## src/rtl/cid_filter_pkg.sv

```systemverilog
// Shared types and field positions for the compartment access filter.
// Assumes a 3-bit CID; the pass-list field holds one bit per CID value.
package cid_filter_pkg;
    localparam int CID_W   = 3;
    localparam int NUM_CID = 1 << CID_W;

    // Field positions that software decodes
    localparam int FEN_BIT  = 0;
    localparam int SEMM_BIT = 1;
    localparam int FCID_LSB = 4;
    localparam int PASS_LSB = 16;
    localparam int OWN_LSB  = 5;

    typedef logic [CID_W-1:0] cid_t;

    typedef struct packed {
        logic [NUM_CID-1:0] pass_list;
        cid_t               fixed_cid;
        logic               sem_mode;
        logic               filt_en;
    } cid_cfg_t;

    // Extract a configuration from a 32-bit write word
    function automatic cid_cfg_t cfg_from_word(input logic [31:0] w);
        cid_cfg_t c;
        c.filt_en   = w[FEN_BIT];
        c.sem_mode  = w[SEMM_BIT];
        c.fixed_cid = w[FCID_LSB +: CID_W];
        c.pass_list = w[PASS_LSB +: NUM_CID];
        return c;
    endfunction

    // Build the 32-bit read word of a configuration
    function automatic logic [31:0] word_from_cfg(input cid_cfg_t c);
        logic [31:0] w;
        w = '0;
        w[FEN_BIT]             = c.filt_en;
        w[SEMM_BIT]            = c.sem_mode;
        w[FCID_LSB +: CID_W]   = c.fixed_cid;
        w[PASS_LSB +: NUM_CID] = c.pass_list;
        return w;
    endfunction
endpackage

```

## src/rtl/cid_sem_cell.sv

```systemverilog
// One hardware semaphore: a held flag plus the CID of its owner.
// Assumes the register block raises wr_en only for writes to this cell's
// offset and computes 'eligible' (security, filter mode and pass list).
module cid_sem_cell
    import cid_filter_pkg::*;
(
    input  logic clk,
    input  logic rst_n,
    input  logic wr_en,
    input  logic wr_bit,
    input  cid_t wr_cid,
    input  logic eligible,
    output logic held,
    output cid_t owner
);
    logic acq_fire;
    logic rel_fire;

    // Acquire needs a free semaphore and a passed writer; release needs the owner
    always_comb begin
        acq_fire = wr_en && wr_bit && !held && eligible;
        rel_fire = wr_en && !wr_bit && held && (owner == wr_cid);
    end

    // Semaphore state update
    always_ff @(posedge clk) begin
        if (!rst_n) begin
            held  <= 1'b0;
            owner <= '0;
        end else if (acq_fire) begin
            held  <= 1'b1;
            owner <= wr_cid;
        end else if (rel_fire) begin
            held  <= 1'b0;
            owner <= '0;
        end
    end


    acquire_records_owner_chk: assert property (@(posedge clk) disable iff (!rst_n)
        acq_fire |=> (held && owner == $past(wr_cid)));


    release_frees_chk: assert property (@(posedge clk) disable iff (!rst_n)
        rel_fire |=> !held);


    owner_kept_chk: assert property (@(posedge clk) disable iff (!rst_n)
        (held && !rel_fire) |=> (held && $stable(owner)));
endmodule

```

## src/rtl/cid_filter_regs.sv

```systemverilog
// Register port: address decode, security and filter registers, semaphore
// cells and read mux. Assumes every access completes in its access phase.
module cid_filter_regs
    import cid_filter_pkg::*;
#(
    parameter int NUM_RES = 6,
    parameter int ADDR_W  = 12
) (
    input  logic               clk,
    input  logic               rst_n,
    input  logic               psel,
    input  logic               penable,
    input  logic               pwrite,
    input  logic [ADDR_W-1:0]  paddr,
    input  logic [31:0]        pwdata,
    input  cid_t               bus_cid,
    input  logic               bus_secure,
    input  logic [1:0]         iso_state,
    output logic [31:0]        prdata,
    output logic               pslverr,
    output logic [NUM_RES-1:0] res_secure,
    output cid_cfg_t           cfg [NUM_RES],
    output logic [NUM_RES-1:0] sem_held,
    output cid_t               sem_owner [NUM_RES]
);
    localparam int STAT_OFS = 'h084;
    localparam int SEC_OFS  = 'h300;
    localparam int CFG_BASE = 'h30C;
    localparam int SEM_BASE = 'h310;
    localparam int STRIDE   = 8;

    logic               access;
    logic               wr;
    logic               hit_stat;
    logic               hit_sec;
    logic [NUM_RES-1:0] hit_cfg;
    logic [NUM_RES-1:0] hit_sem;
    logic               any_hit;

    // Decode the offset into one register select
    always_comb begin
        access   = psel && penable;
        wr       = access && pwrite;
        hit_stat = (paddr == ADDR_W'(STAT_OFS));
        hit_sec  = (paddr == ADDR_W'(SEC_OFS));
        for (int i = 0; i < NUM_RES; i++) begin
            hit_cfg[i] = (paddr == ADDR_W'(CFG_BASE + STRIDE * i));
            hit_sem[i] = (paddr == ADDR_W'(SEM_BASE + STRIDE * i));
        end
        any_hit = hit_stat || hit_sec || (|hit_cfg) || (|hit_sem);
    end

    // Error on unmapped offsets, status writes and non-secure config writes
    always_comb begin
        pslverr = access && (!any_hit
                             || (pwrite && hit_stat)
                             || (pwrite && !bus_secure && (hit_sec || (|hit_cfg))));
    end

    // Security register: written by secure masters only
    always_ff @(posedge clk) begin
        if (!rst_n)
            res_secure <= '0;
        else if (wr && hit_sec && bus_secure)
            res_secure <= pwdata[NUM_RES-1:0];
    end

    for (genvar g = 0; g < NUM_RES; g++) begin : g_res
        logic eligible;

        // Filter register of resource g: written by secure masters only
        always_ff @(posedge clk) begin
            if (!rst_n)
                cfg[g] <= '0;
            else if (wr && hit_cfg[g] && bus_secure)
                cfg[g] <= cfg_from_word(pwdata);
        end

        // A writer may take the semaphore if it passes every stage but ownership
        always_comb begin
            eligible = !(res_secure[g] && !bus_secure)
                       && cfg[g].filt_en && cfg[g].sem_mode
                       && cfg[g].pass_list[bus_cid];
        end

        cid_sem_cell u_sem (
            .clk      (clk),
            .rst_n    (rst_n),
            .wr_en    (wr && hit_sem[g]),
            .wr_bit   (pwdata[0]),
            .wr_cid   (bus_cid),
            .eligible (eligible),
            .held     (sem_held[g]),
            .owner    (sem_owner[g])
        );
    end

    // Read data mux
    always_comb begin
        prdata = '0;
        if (hit_stat)
            prdata[1:0] = iso_state;
        if (hit_sec)
            prdata[NUM_RES-1:0] = res_secure;
        for (int i = 0; i < NUM_RES; i++) begin
            if (hit_cfg[i])
                prdata = word_from_cfg(cfg[i]);
            if (hit_sem[i]) begin
                prdata[0]                = sem_held[i];
                prdata[OWN_LSB +: CID_W] = sem_owner[i];
            end
        end
    end


    nonsecure_sec_write_ignored_chk: assert property (@(posedge clk) disable iff (!rst_n)
        (wr && !bus_secure) |=> $stable(res_secure));
endmodule

```

## src/rtl/cid_filter_decide.sv

```systemverilog
// Combinational grant decision for one query. Each resource evaluates the
// fixed order (secure flag, filter enable, static or semaphore mode) and the
// queried index picks one result; indices beyond NUM_RES are denied.
module cid_filter_decide
    import cid_filter_pkg::*;
#(
    parameter int NUM_RES = 6,
    parameter int IDX_W   = 3
) (
    input  logic [NUM_RES-1:0] res_secure,
    input  cid_cfg_t           cfg [NUM_RES],
    input  logic [NUM_RES-1:0] sem_held,
    input  cid_t               sem_owner [NUM_RES],
    input  logic [IDX_W-1:0]   req_res,
    input  cid_t               req_cid,
    input  logic               req_secure,
    output logic               grant
);
    logic [NUM_RES-1:0] ok_vec;

    for (genvar g = 0; g < NUM_RES; g++) begin : g_chk
        logic ok;

        // Ordered decision for resource g
        always_comb begin
            if (res_secure[g] && !req_secure)
                ok = 1'b0;
            else if (!cfg[g].filt_en)
                ok = 1'b1;
            else if (!cfg[g].sem_mode)
                ok = (req_cid == cfg[g].fixed_cid);
            else
                ok = cfg[g].pass_list[req_cid] && sem_held[g]
                     && (sem_owner[g] == req_cid);
        end

        assign ok_vec[g] = ok;
    end

    // Pick the queried resource; unmatched indices stay denied
    always_comb begin
        grant = 1'b0;
        for (int i = 0; i < NUM_RES; i++)
            if (int'(req_res) == i)
                grant = ok_vec[i];
    end
endmodule

```

## src/rtl/cid_filter.sv

```systemverilog
// Top of the compartment access filter: register block plus query decision.
// Assumes the query inputs are stable when use_grant is sampled.
module cid_filter
    import cid_filter_pkg::*;
#(
    parameter int NUM_RES = 6,
    parameter int ADDR_W  = 12,
    parameter int IDX_W   = 3
) (
    input  logic              clk,
    input  logic              rst_n,
    input  logic              psel,
    input  logic              penable,
    input  logic              pwrite,
    input  logic [ADDR_W-1:0] paddr,
    input  logic [31:0]       pwdata,
    input  logic [CID_W-1:0]  bus_cid,
    input  logic              bus_secure,
    output logic [31:0]       prdata,
    output logic              pslverr,
    input  logic [1:0]        iso_state,
    input  logic [IDX_W-1:0]  use_res,
    input  logic [CID_W-1:0]  use_cid,
    input  logic              use_secure,
    output logic              use_grant
);
    logic [NUM_RES-1:0] res_secure;
    cid_cfg_t           cfg [NUM_RES];
    logic [NUM_RES-1:0] sem_held;
    cid_t               sem_owner [NUM_RES];
    logic               q_in_range;
    logic               q_sec_flag;

    cid_filter_regs #(.NUM_RES(NUM_RES), .ADDR_W(ADDR_W)) u_regs (
        .clk        (clk),
        .rst_n      (rst_n),
        .psel       (psel),
        .penable    (penable),
        .pwrite     (pwrite),
        .paddr      (paddr),
        .pwdata     (pwdata),
        .bus_cid    (bus_cid),
        .bus_secure (bus_secure),
        .iso_state  (iso_state),
        .prdata     (prdata),
        .pslverr    (pslverr),
        .res_secure (res_secure),
        .cfg        (cfg),
        .sem_held   (sem_held),
        .sem_owner  (sem_owner)
    );

    cid_filter_decide #(.NUM_RES(NUM_RES), .IDX_W(IDX_W)) u_decide (
        .res_secure (res_secure),
        .cfg        (cfg),
        .sem_held   (sem_held),
        .sem_owner  (sem_owner),
        .req_res    (use_res),
        .req_cid    (use_cid),
        .req_secure (use_secure),
        .grant      (use_grant)
    );

    // Query facts used only by the checks below
    always_comb begin
        q_in_range = (int'(use_res) < NUM_RES);
        q_sec_flag = 1'b0;
        for (int i = 0; i < NUM_RES; i++)
            if (int'(use_res) == i)
                q_sec_flag = res_secure[i];
    end


    out_of_range_deny_chk: assert property (@(posedge clk) disable iff (!rst_n)
        !q_in_range |-> !use_grant);


    secure_flag_deny_chk: assert property (@(posedge clk) disable iff (!rst_n)
        (q_sec_flag && !use_secure) |-> !use_grant);
endmodule

```

## config.mk

```make
export PLATFORM = sky130hd
export DESIGN_NAME = cid_filter
export DESIGN_NICKNAME = d
export VERILOG_FILES = /design/src/rtl/cid_filter_pkg.sv /design/src/rtl/cid_sem_cell.sv /design/src/rtl/cid_filter_regs.sv /design/src/rtl/cid_filter_decide.sv /design/src/rtl/cid_filter.sv
export SDC_FILE = /design/constraint.sdc
export NUM_CORES = 1
export LEC_CHECK = 0
export ABC_AREA = 1
export BUFFER_PORTS_ARGS = -buffer_cell sky130_fd_sc_hd__buf_4
export CORE_MARGIN = 2
export CORE_UTILIZATION = 59
export DETAILED_ROUTE_END_ITERATION = 8
export PLACE_DENSITY = 0.85
export SETUP_SLACK_MARGIN = 0.4
export SYNTH_ARGS = -nofsm -noshare
export SYNTH_HDL_FRONTEND = slang
export SYNTH_SLANG_ARGS = --single-unit
```

## constraint.sdc

```tcl
create_clock -name clk -period 2 [get_ports clk]
set_input_delay 0.2 -clock clk [delete_from_list [all_inputs] [get_ports clk]]
set_output_delay 0.2 -clock clk [all_outputs]
set_load 0.02 [all_outputs]
```

==> results by group, run 1 <==
Finish
  • Area of all sequential standard cells: 2180 um2
  • Footprint of the multi-input gates: 4580 um2
  • Growth of design area from synthesis to finish: 36.4%
  • Fill count: 659
  • Count of placed standard cells in the final layout, fillers left out: 1387
  • Number of nets in the layout: 1301
  • Layout Cell Area excl Fill: 9630 um2
  • Diodes inserted: 0
  • Share of final-layout standard cells stronger than drive strength 1: 0.315

Die
  • Std-Cell Core Area: 11600 um2
  • Die span in x: 113 um
  • Number of cell rows: 39
  • Die Y: 113 um
  • I/O pin count: 96
  • Area of the die: 12900 um2
  • Initial Util: 0.611

Drt
  • Average via count per standard cell: 6.74
  • Vias after detailed routing: 9353
  • Starting DRT DRC Count: 2045
  • Total wirelength of the detailed-routed design: 30300 um
  • Drt wl/cell: 21.9 um
  • Remaining antenna violation count after routing: 0
  • Remaining design rule violation count: 0
  • Number of search-and-repair iterations in the first detailed-routing pass: 9

Pwr
  • Relative contribution of combinational cells to total power: 0.146
  • Leakage Power: 3.80 nW
  • Power share of the sequential group: 0.456
  • Design internal power: 0.00330 W
  • Pwr/cell area: 489 nW/um2
  • Worst ir drop on vdd: 0.000656 V
  • Share of total power consumed by net switching: 0.299
  • Clock Power Share: 0.398
  • Switching Power: 0.00141 W

Placed design
  • Placed wire-length estimate after detailed placement: 17200 um
  • GP Congestion: 1.02
  • Cell Area, Placed: 8080 um2
  • Total instance count after detailed placement: 1323
  • Port bufs: 62

GRT
  • Via count of the first global-routing pass: 7868
  • Total routing usage reported by global routing: 0.403
  • Antenna violations before repair: 0
  • Overflow left after global routing: 0
  • Largest net degree at the start of global routing: 80
  • Wire length of the first global-routing pass: 40700 um

Hold path
  • Instance count along the most critical hold path: 3
  • Kind of path behind the tightest hold check: primary input to flip-flop

Synth
  • Seq/Total Area, Yosys: 0.306
  • Count of state elements after synthesis: 108
  • Post-Synthesis Mean Instance Area: 6.43 um2
  • Ys async rst share: 0
  • Share of the synthesized area in the top cell type: 0.306
  • Cell count after synthesis: 1098
  • Top-count cell post-synth: sky130_fd_sc_hd__nand2_1
  • Cell accounting for the most synthesized area: sky130_fd_sc_hd__dfxtp_1
  • Count of flip-flops with a built-in enable after synthesis: 0
  • Predominant post-synthesis flop cell: sky130_fd_sc_hd__dfxtp_1
  • Synth cell count leaders: 179 x sky130_fd_sc_hd__nand2_1, 166 x sky130_fd_sc_hd__inv_1, 159 x sky130_fd_sc_hd__a21oi_1, 159 x sky130_fd_sc_hd__o21ai_0, 108 x sky130_fd_sc_hd__dfxtp_1
  • Number of warning messages in the yosys log: 0
  • Top cells by area in the synthesized netlist: sky130_fd_sc_hd__dfxtp_1 31%, sky130_fd_sc_hd__a21oi_1 11%, sky130_fd_sc_hd__o21ai_0 11%
  • Number of different library cells in the post-synthesis netlist: 53
  • Post-Synthesis Cell Area: 7060 um2

STA
  • Worst Slack Setup Final: -0.300 ns
  • Unrepaired setup endpoints after global routing: yes
  • Slew @ Worst Pin: 1.22 ns
  • Time the final worst path needs with I/O delays and setup: 2.30 ns
  • Clock tree skew after final layout: 0.00867 ns
  • Peak Freq: 0.435 GHz
  • Max transition margin: 0.186
  • Setup violation total in the final timing report: 16
  • Final-report max-slew violation count: 0
  • Fin crit share: 1.15
  • Fin. Hold Viols: 0

Critical path
  • Largest fanout on the critical path: 4
  • Crit path buf inv count: 5
  • Worst r2r path cells: 7
  • Worst Path Class, Setup: primary input to primary output
  • Required time of the worst setup path: 1.80 ns
  • Largest delay contributor family on the critical path: simple AND/OR/NAND/NOR gates
  • Library cell appearing most often on the critical path: sky130_fd_sc_hd__nand2_1
  • Crit. End Element: primary output
  • Crit-path slowest cell: sky130_fd_sc_hd__nand2_1
  • Total stage count of the critical path: 18
  • Ordered list of cells on the worst path: buf_6 > inv_4 > nand2_4 > nor2_4 > nand2_2 > inv_2 > nand2_4 > buf_4 > o211ai_1 > nand2_1 > nand2_1 > nand3_1 > nand2_1 > nand2_1 > nand2_1 > nand2_1 > nand2_1 > buf_4
  • Startpoint types: primary input
  • Arrival time worst endpoint: 2.10 ns
  • Slowest stage delay, CP: 0.20 ns

Job
  • Max-cap violations: 0

Clock network
  • Clock transition time at the flip-flop clock pins of the worst setup and hold paths: 0.08 ns
  • CTS tree: done
  • Max Buffers Root-to-Sink: 2
  • CTS Sinks: 108
  • Clock insertion delay at the later pin of the skew report: 0.38 ns
  • Num CTS Buffers: 9
  • Cell at the root of the clock tree: sky130_fd_sc_hd__clkbuf_16
  • H-tree Lvls: 3
  • Cts-stage hold buffer count: 0

Run status
  • Status: finished, violations left
  • Violations in the final reports: setup timing
==> cells by family after synthesis <==
kind of cell / Yosys count / share of synthesized area
AOI/OAI and AO/OA: 421 / 0.338
and+or+nand+nor: 313 / 0.204
buffers and inverters: 250 / 0.146
DFF: 108 / 0.306
xor gates and xnor gates: 5 / 0.00620
other: 1 / 0.000531
==> per-stage QoR <==
| stage | TNS, ns | util | worst slack (ns) | power [W] | hold WS [ns] |
|---|---|---|---|---|---|
| global placement | -0.202 | 0.699 | -0.0799 | 0.00273 | 0.448 |
| CTS | -0.0334 | 0.785 | -0.0310 | 0.00458 | 0.114 |
| detailed placement | -0.285 | 0.699 | -0.107 | 0.00274 | 0.463 |
| global route | -3.53 | 0.833 | -0.450 | 0.00479 | 0.129 |
| finish | -2.05 | 0.833 | -0.300 | 0.00471 | 0.111 |
| floorplan | 0 | - | 0.369 | 0.00251 | 0.376 |
==> timing repair <==
item                                    4_1_cts  5_1_grt
pin swaps                                    51       49
endpoints found under the hold margin         0        0
setup buffers                                22       24
cloned                                        1        1
endpoints found under the setup margin       26       55
gates resized for setup                     170      115
==> cell type report <==
cell class,instances,share of cell area
multi-input cells,755,0.476
inverters,179,0.0727
clock inverters,6,0.00559
flip-flops and latches,108,0.226
repair inverters,1,0.000779
well taps,143,0.0186
repair buffers,185,0.176
clock buffers,10,0.0248
==> path summary, 6_finish.rpt <==
check	start	end	slack (ns)
setup / recovery	paddr[0]	prdata[5]	-0.30
hold / removal	pwdata[2]	u_regs.res_secure[2]$_SDFFE_PN0P_	0.11
setup reg to reg	u_regs.g_res[5].u_sem.owner[1]$_SDFFE_PN0P_	u_regs.g_res[5].u_sem.owner[0]$_SDFFE_PN0P_	0.32
hold reg to reg	u_regs.cfg[10]$_SDFFE_PN0P_	u_regs.cfg[10]$_SDFFE_PN0P_	0.45
==> worst min-delay path: cells and delay by family <==
| family | cells | cell delay (ns) |
|---|---|---|
| AND/OR/NAND/NOR | 1 | 0.09 |
| AO/OA/AOI/OAI | 1 | 0.05 |
| buffers and inverters | 1 | 0.11 |
==> state kept, by name, indices dropped and copies added (netlist names) <==
signal                    cells
u_regs.g_res.u_sem.owner     18
u_regs.cfg                   78
u_regs.g_res.u_sem.held       6
u_regs.res_secure             6
==> layout by cell type, fill, tap and decap left out, drive strengths merged, types with 16 or more instances in the layout <==
cell,Yosys,layout
nand2,186,186
buf,36,185
inv,176,179
o21ai,162,162
a21oi,159,159
dfxtp,108,108
nor2,69,69
nand3,21,21
o22ai,19,19
conb,1,16
==> power by group through the flow <==
| stage | clock network, W | registers, W | logic (W) |
|---|---|---|---|
| finish | 0.00187 | 0.00215 | 0.000686 |
| global route | 0.00193 | 0.00215 | 0.000712 |
| CTS | 0.00184 | 0.00215 | 0.000594 |
| detailed placement | 0 | 0.00220 | 0.000538 |
| global placement | 0 | 0.00220 | 0.000530 |
| floorplan | 0 | 0.00220 | 0.000313 |
==> layer usage <==
| metal | GRT usage | share of wire | wire [um] | up-vias |
|---|---|---|---|---|
| li1 | - | - | - | 3976 |
| met1 | 0.519 | 0.35 | 10600 | 4111 |
| met3 | 0.0834 | 0.14 | 4340 | 316 |
| met5 | 0 | 0 | 0 | - |
| met2 | 0.614 | 0.42 | 12600 | 950 |
| met4 | 0.257 | 0.090 | 2730 | 0 |
No activity file was read; power rests on OpenSTA's default activity.
==> inputs of run 2 (changes only) <==
--- a/config.mk
+++ b/config.mk
@@ -7,6 +7,7 @@
 export LEC_CHECK = 0
 export ABC_AREA = 1
 export BUFFER_PORTS_ARGS = -buffer_cell sky130_fd_sc_hd__buf_4
+export CORE_ASPECT_RATIO = 0.5
 export CORE_MARGIN = 2
 export CORE_UTILIZATION = 59
 export DETAILED_ROUTE_END_ITERATION = 8
==> run 2 against run 1 <==
Against the previous run:
- the flow still finishes with violations (setup timing)
- clock skew up 0.0019 ns
- global-route usage up 1.4 points
- power up 3.1%
- die area up 0.41%
- flip-flop and latch count unchanged
- sequential share of layout area down 0.15 points
- combinational power down 2%
==> results by group, run 2 (synthesized netlist as in run 1, its figures left out) <==
Run status
  • Status: finished, violations left
  • Violations in the final reports: setup timing

Drt
  • Total wirelength of the detailed-routed design: 29100 um (-4.2%)
  • Drt wl/cell: 20.8 um (-5.1%)
  • Vias after detailed routing: 8963 (-4.2%)
  • Number of search-and-repair iterations in the first detailed-routing pass: 6 (-3)
  • Starting DRT DRC Count: 1435 (-30%)
  • Remaining design rule violation count: 0 (unchanged)
  • Average via count per standard cell: 6.41 (-5.0%)
  • Remaining antenna violation count after routing: 0 (unchanged)

Critical path
  • Ordered list of cells on the worst path: inv_1 > o21ai_2 > o21ai_1 > o21ai_1 > nand4_1 > nand2_1 > nand3_1 > nand2_1 > nor2_1 > nand4_1 > buf_6
  • Startpoint types: flip-flop
  • Launch point of the critical path: u_regs.cfg[70]$_SDFFE_PN0P_
  • Worst r2r path cells: 7 (unchanged)
  • Worst Path Class, Setup: flip-flop to primary output
  • Reg2Reg Setup Slack: 0.37 ns (+0.05 ns)
  • Required time of the worst setup path: 1.80 ns (about the same)
  • Largest fanout on the critical path: 3 (-1)
  • CP Capture Point: use_grant
  • Slowest stage delay, CP: 0.33 ns (+0.13 ns)
  • Crit. End Element: primary output
  • Crit-path slowest cell: sky130_fd_sc_hd__dfxtp_2
  • Reg-to-Reg Start: u_regs.cfg[14]$_SDFFE_PN0P_
  • Endpoint of the lowest-slack register-to-register path: u_regs.g_res[4].u_sem.owner[2]$_SDFFE_PN0P_
  • Arrival time worst endpoint: 2.06 ns (-0.04 ns)

Job
  • Max-cap violations: 0 (unchanged)

Finish
  • Growth of design area from synthesis to finish: 36.9%
  • Share of final-layout standard cells stronger than drive strength 1: 0.280 (-0.0355)
  • Area of all sequential standard cells: 2170 um2 (-0.29%)
  • Fill count: 734 (+11%)
  • Diodes inserted: 0 (unchanged)
  • Most flop-heavy register: u_regs.cfg
  • Number of flip-flops in the largest register: 78 (unchanged)
  • Layout Cell Area excl Fill: 9670 um2 (+0.39%)
  • Number of nets in the layout: 1291 (-0.77%)
  • Largest registers: u_regs.cfg x78, u_regs.g_res.u_sem.owner x18
  • Most frequent standard cell in the layout excluding fill and tap cells: sky130_fd_sc_hd__a21oi_1
  • Commonest cells after routing, fill and taps aside: 154 x sky130_fd_sc_hd__a21oi_1, 152 x sky130_fd_sc_hd__nand2_1, 151 x sky130_fd_sc_hd__inv_1
  • Footprint of the multi-input gates: 4550 um2 (-0.82%)
  • Count of placed standard cells in the final layout, fillers left out: 1399 (+0.87%)

STA
  • Final-report max-slew violation count: 0 (unchanged)
  • Worst hold slack across all endpoints: 0.123 ns (+0.0118 ns)
  • Fin crit share: 1.13 (-0.0213)
  • Max transition margin: 0.561 (+0.374)
  • Fin. Hold Viols: 0 (unchanged)
  • Peak Freq: 0.443 GHz (+1.9%)
  • Worst Slack Setup Final: -0.258 ns (+0.0427 ns)
  • Slew @ Worst Pin: 0.651 ns (-0.568 ns)
  • Clock tree skew after final layout: 0.0106 ns (+0.00189 ns)
  • Time the final worst path needs with I/O delays and setup: 2.26 ns (-0.0427 ns)
  • Setup violation total in the final timing report: 15 (-1)
  • Final setup TNS: -1.28 ns (+0.765 ns)
  • Unrepaired setup endpoints after global routing: yes

Die
  • Initial Util: 0.602 (-0.00892)
  • Area of the die: 12900 um2 (+0.41%)
  • I/O pin count: 96 (unchanged)
  • Std-Cell Core Area: 11700 um2 (+1.5%)
  • Die Y: 81.4 um (-28%)
  • Die span in x: 159 um (+40%)
  • Number of cell rows: 28 (-28%)

GRT
  • Met2 layer usage reported by global route: 0.651 (+0.0363)
  • Largest net degree at the start of global routing: 49 (-39%)
  • Total routing usage reported by global routing: 0.417 (+0.0141)
  • Global-route met3 utilization: 0.133 (+0.0494)
  • Overflow left after global routing: 0 (unchanged)
  • Via count of the first global-routing pass: 7697 (-2.2%)
  • GR peak layer: met2
  • Wire length of the first global-routing pass: 41600 um (+2.1%)
  • M1 GR Usage: 0.544 (+0.0244)
  • Antenna violations before repair: 0 (unchanged)

Clock network
  • H-tree Lvls: 3 (unchanged)
  • Clock transition time at the flip-flop clock pins of the worst setup and hold paths: 0.08 ns (about the same)
  • Clock insertion delay at the later pin of the skew report: 0.36 ns (-0.02 ns)
  • Cell at the root of the clock tree: sky130_fd_sc_hd__clkbuf_16
  • Max Buffers Root-to-Sink: 2 (unchanged)
  • CTS tree: done
  • CTS Sinks: 108 (unchanged)
  • Num CTS Buffers: 9 (unchanged)

Placed design
  • Placed wire-length estimate after detailed placement: 18300 um (+6.3%)
  • Port bufs: 62 (unchanged)
  • Cell Area, Placed: 8130 um2 (+0.62%)
  • Total instance count after detailed placement: 1343 (+1.5%)
  • GP Congestion: 0.990 (-2.7%)

Pwr
  • Pwr/cell area: 502 nW/um2 (+2.7%)
  • Leakage Power: 3.82 nW (+0.58%)
  • Design Power: 0.00485 W (+3.1%)
  • Worst ir drop on vdd: 0.000384 V (-42%)

Hold path
  • Kind of path behind the tightest hold check: primary input to flip-flop
  • Instance count along the most critical hold path: 3 (unchanged)
==> run 2: critical path, delay by kind of cell, from the launching register on <==
kind	cells	cell delay, ns
AOI/OAI and AO/OA	3	0.43
buffers and inverters	2	0.20
DFF	1	0.33
and+or+nand+nor	6	0.73
==> run 2: final cells by class <==
class                   count  share of cell area
multi-input cells         755               0.470
flip-flops and latches    108               0.225
repair buffers            176               0.177
inverters                 179              0.0729
clock buffers              10              0.0237
well taps                 165              0.0214
clock inverters             6              0.0104
==> run 2: how the worst min path moves through the flow <==
| stage | from | slack [ns] | to |
|---|---|---|---|
| 2_1_floorplan | pwdata[1] | 0.38 | u_regs.res_secure[1]$_SDFFE_PN0P_ |
| 3_3_place_gp | u_regs.g_res[5].u_sem.owner[2]$_SDFFE_PN0P_ | 0.46 | u_regs.g_res[5].u_sem.owner[2]$_SDFFE_PN0P_ |
| 3_5_place_dp | u_regs.g_res[5].u_sem.owner[2]$_SDFFE_PN0P_ | 0.46 | u_regs.g_res[5].u_sem.owner[2]$_SDFFE_PN0P_ |
| 4_1_cts | pwdata[2] | 0.12 | u_regs.res_secure[2]$_SDFFE_PN0P_ |
| 5_1_grt | pwdata[3] | 0.15 | u_regs.res_secure[3]$_SDFFE_PN0P_ |
| 6_report | pwdata[2] | 0.12 | u_regs.res_secure[2]$_SDFFE_PN0P_ |
==> run 2: metrics by stage <==
step                      worst slack [ns]   util
after floorplan                      0.369      -
after global placement             -0.0421  0.693
after detailed placement           -0.0735  0.693
after CTS                           -0.109  0.775
after global routing                -0.328  0.824
final                               -0.258  0.824
==> run 2: timing repair <==
action / in CTS / in global routing
gates resized for setup: 137 / 124
gates cloned: 3 / 0
endpoints found under the setup margin: 25 / 56
hold buffers: 0 / 0
pin swaps: 36 / 48
setup buffers: 18 / 19
==> run 2: per-layer routing <==
layer	up-vias	part of all wire
li1	3960	-
met1	4038	0.38
met2	823	0.43
met3	142	0.15
met4	0	0.043
met5	-	0
==> run 2: power breakdown <==
part           internal [W]  total [W]  switching [W]  leakage [nW]
clock network       0.00113    0.00203       0.000905         0.162
logic              0.000235   0.000670       0.000435          2.79
registers           0.00215    0.00215   0.0000000438         0.873
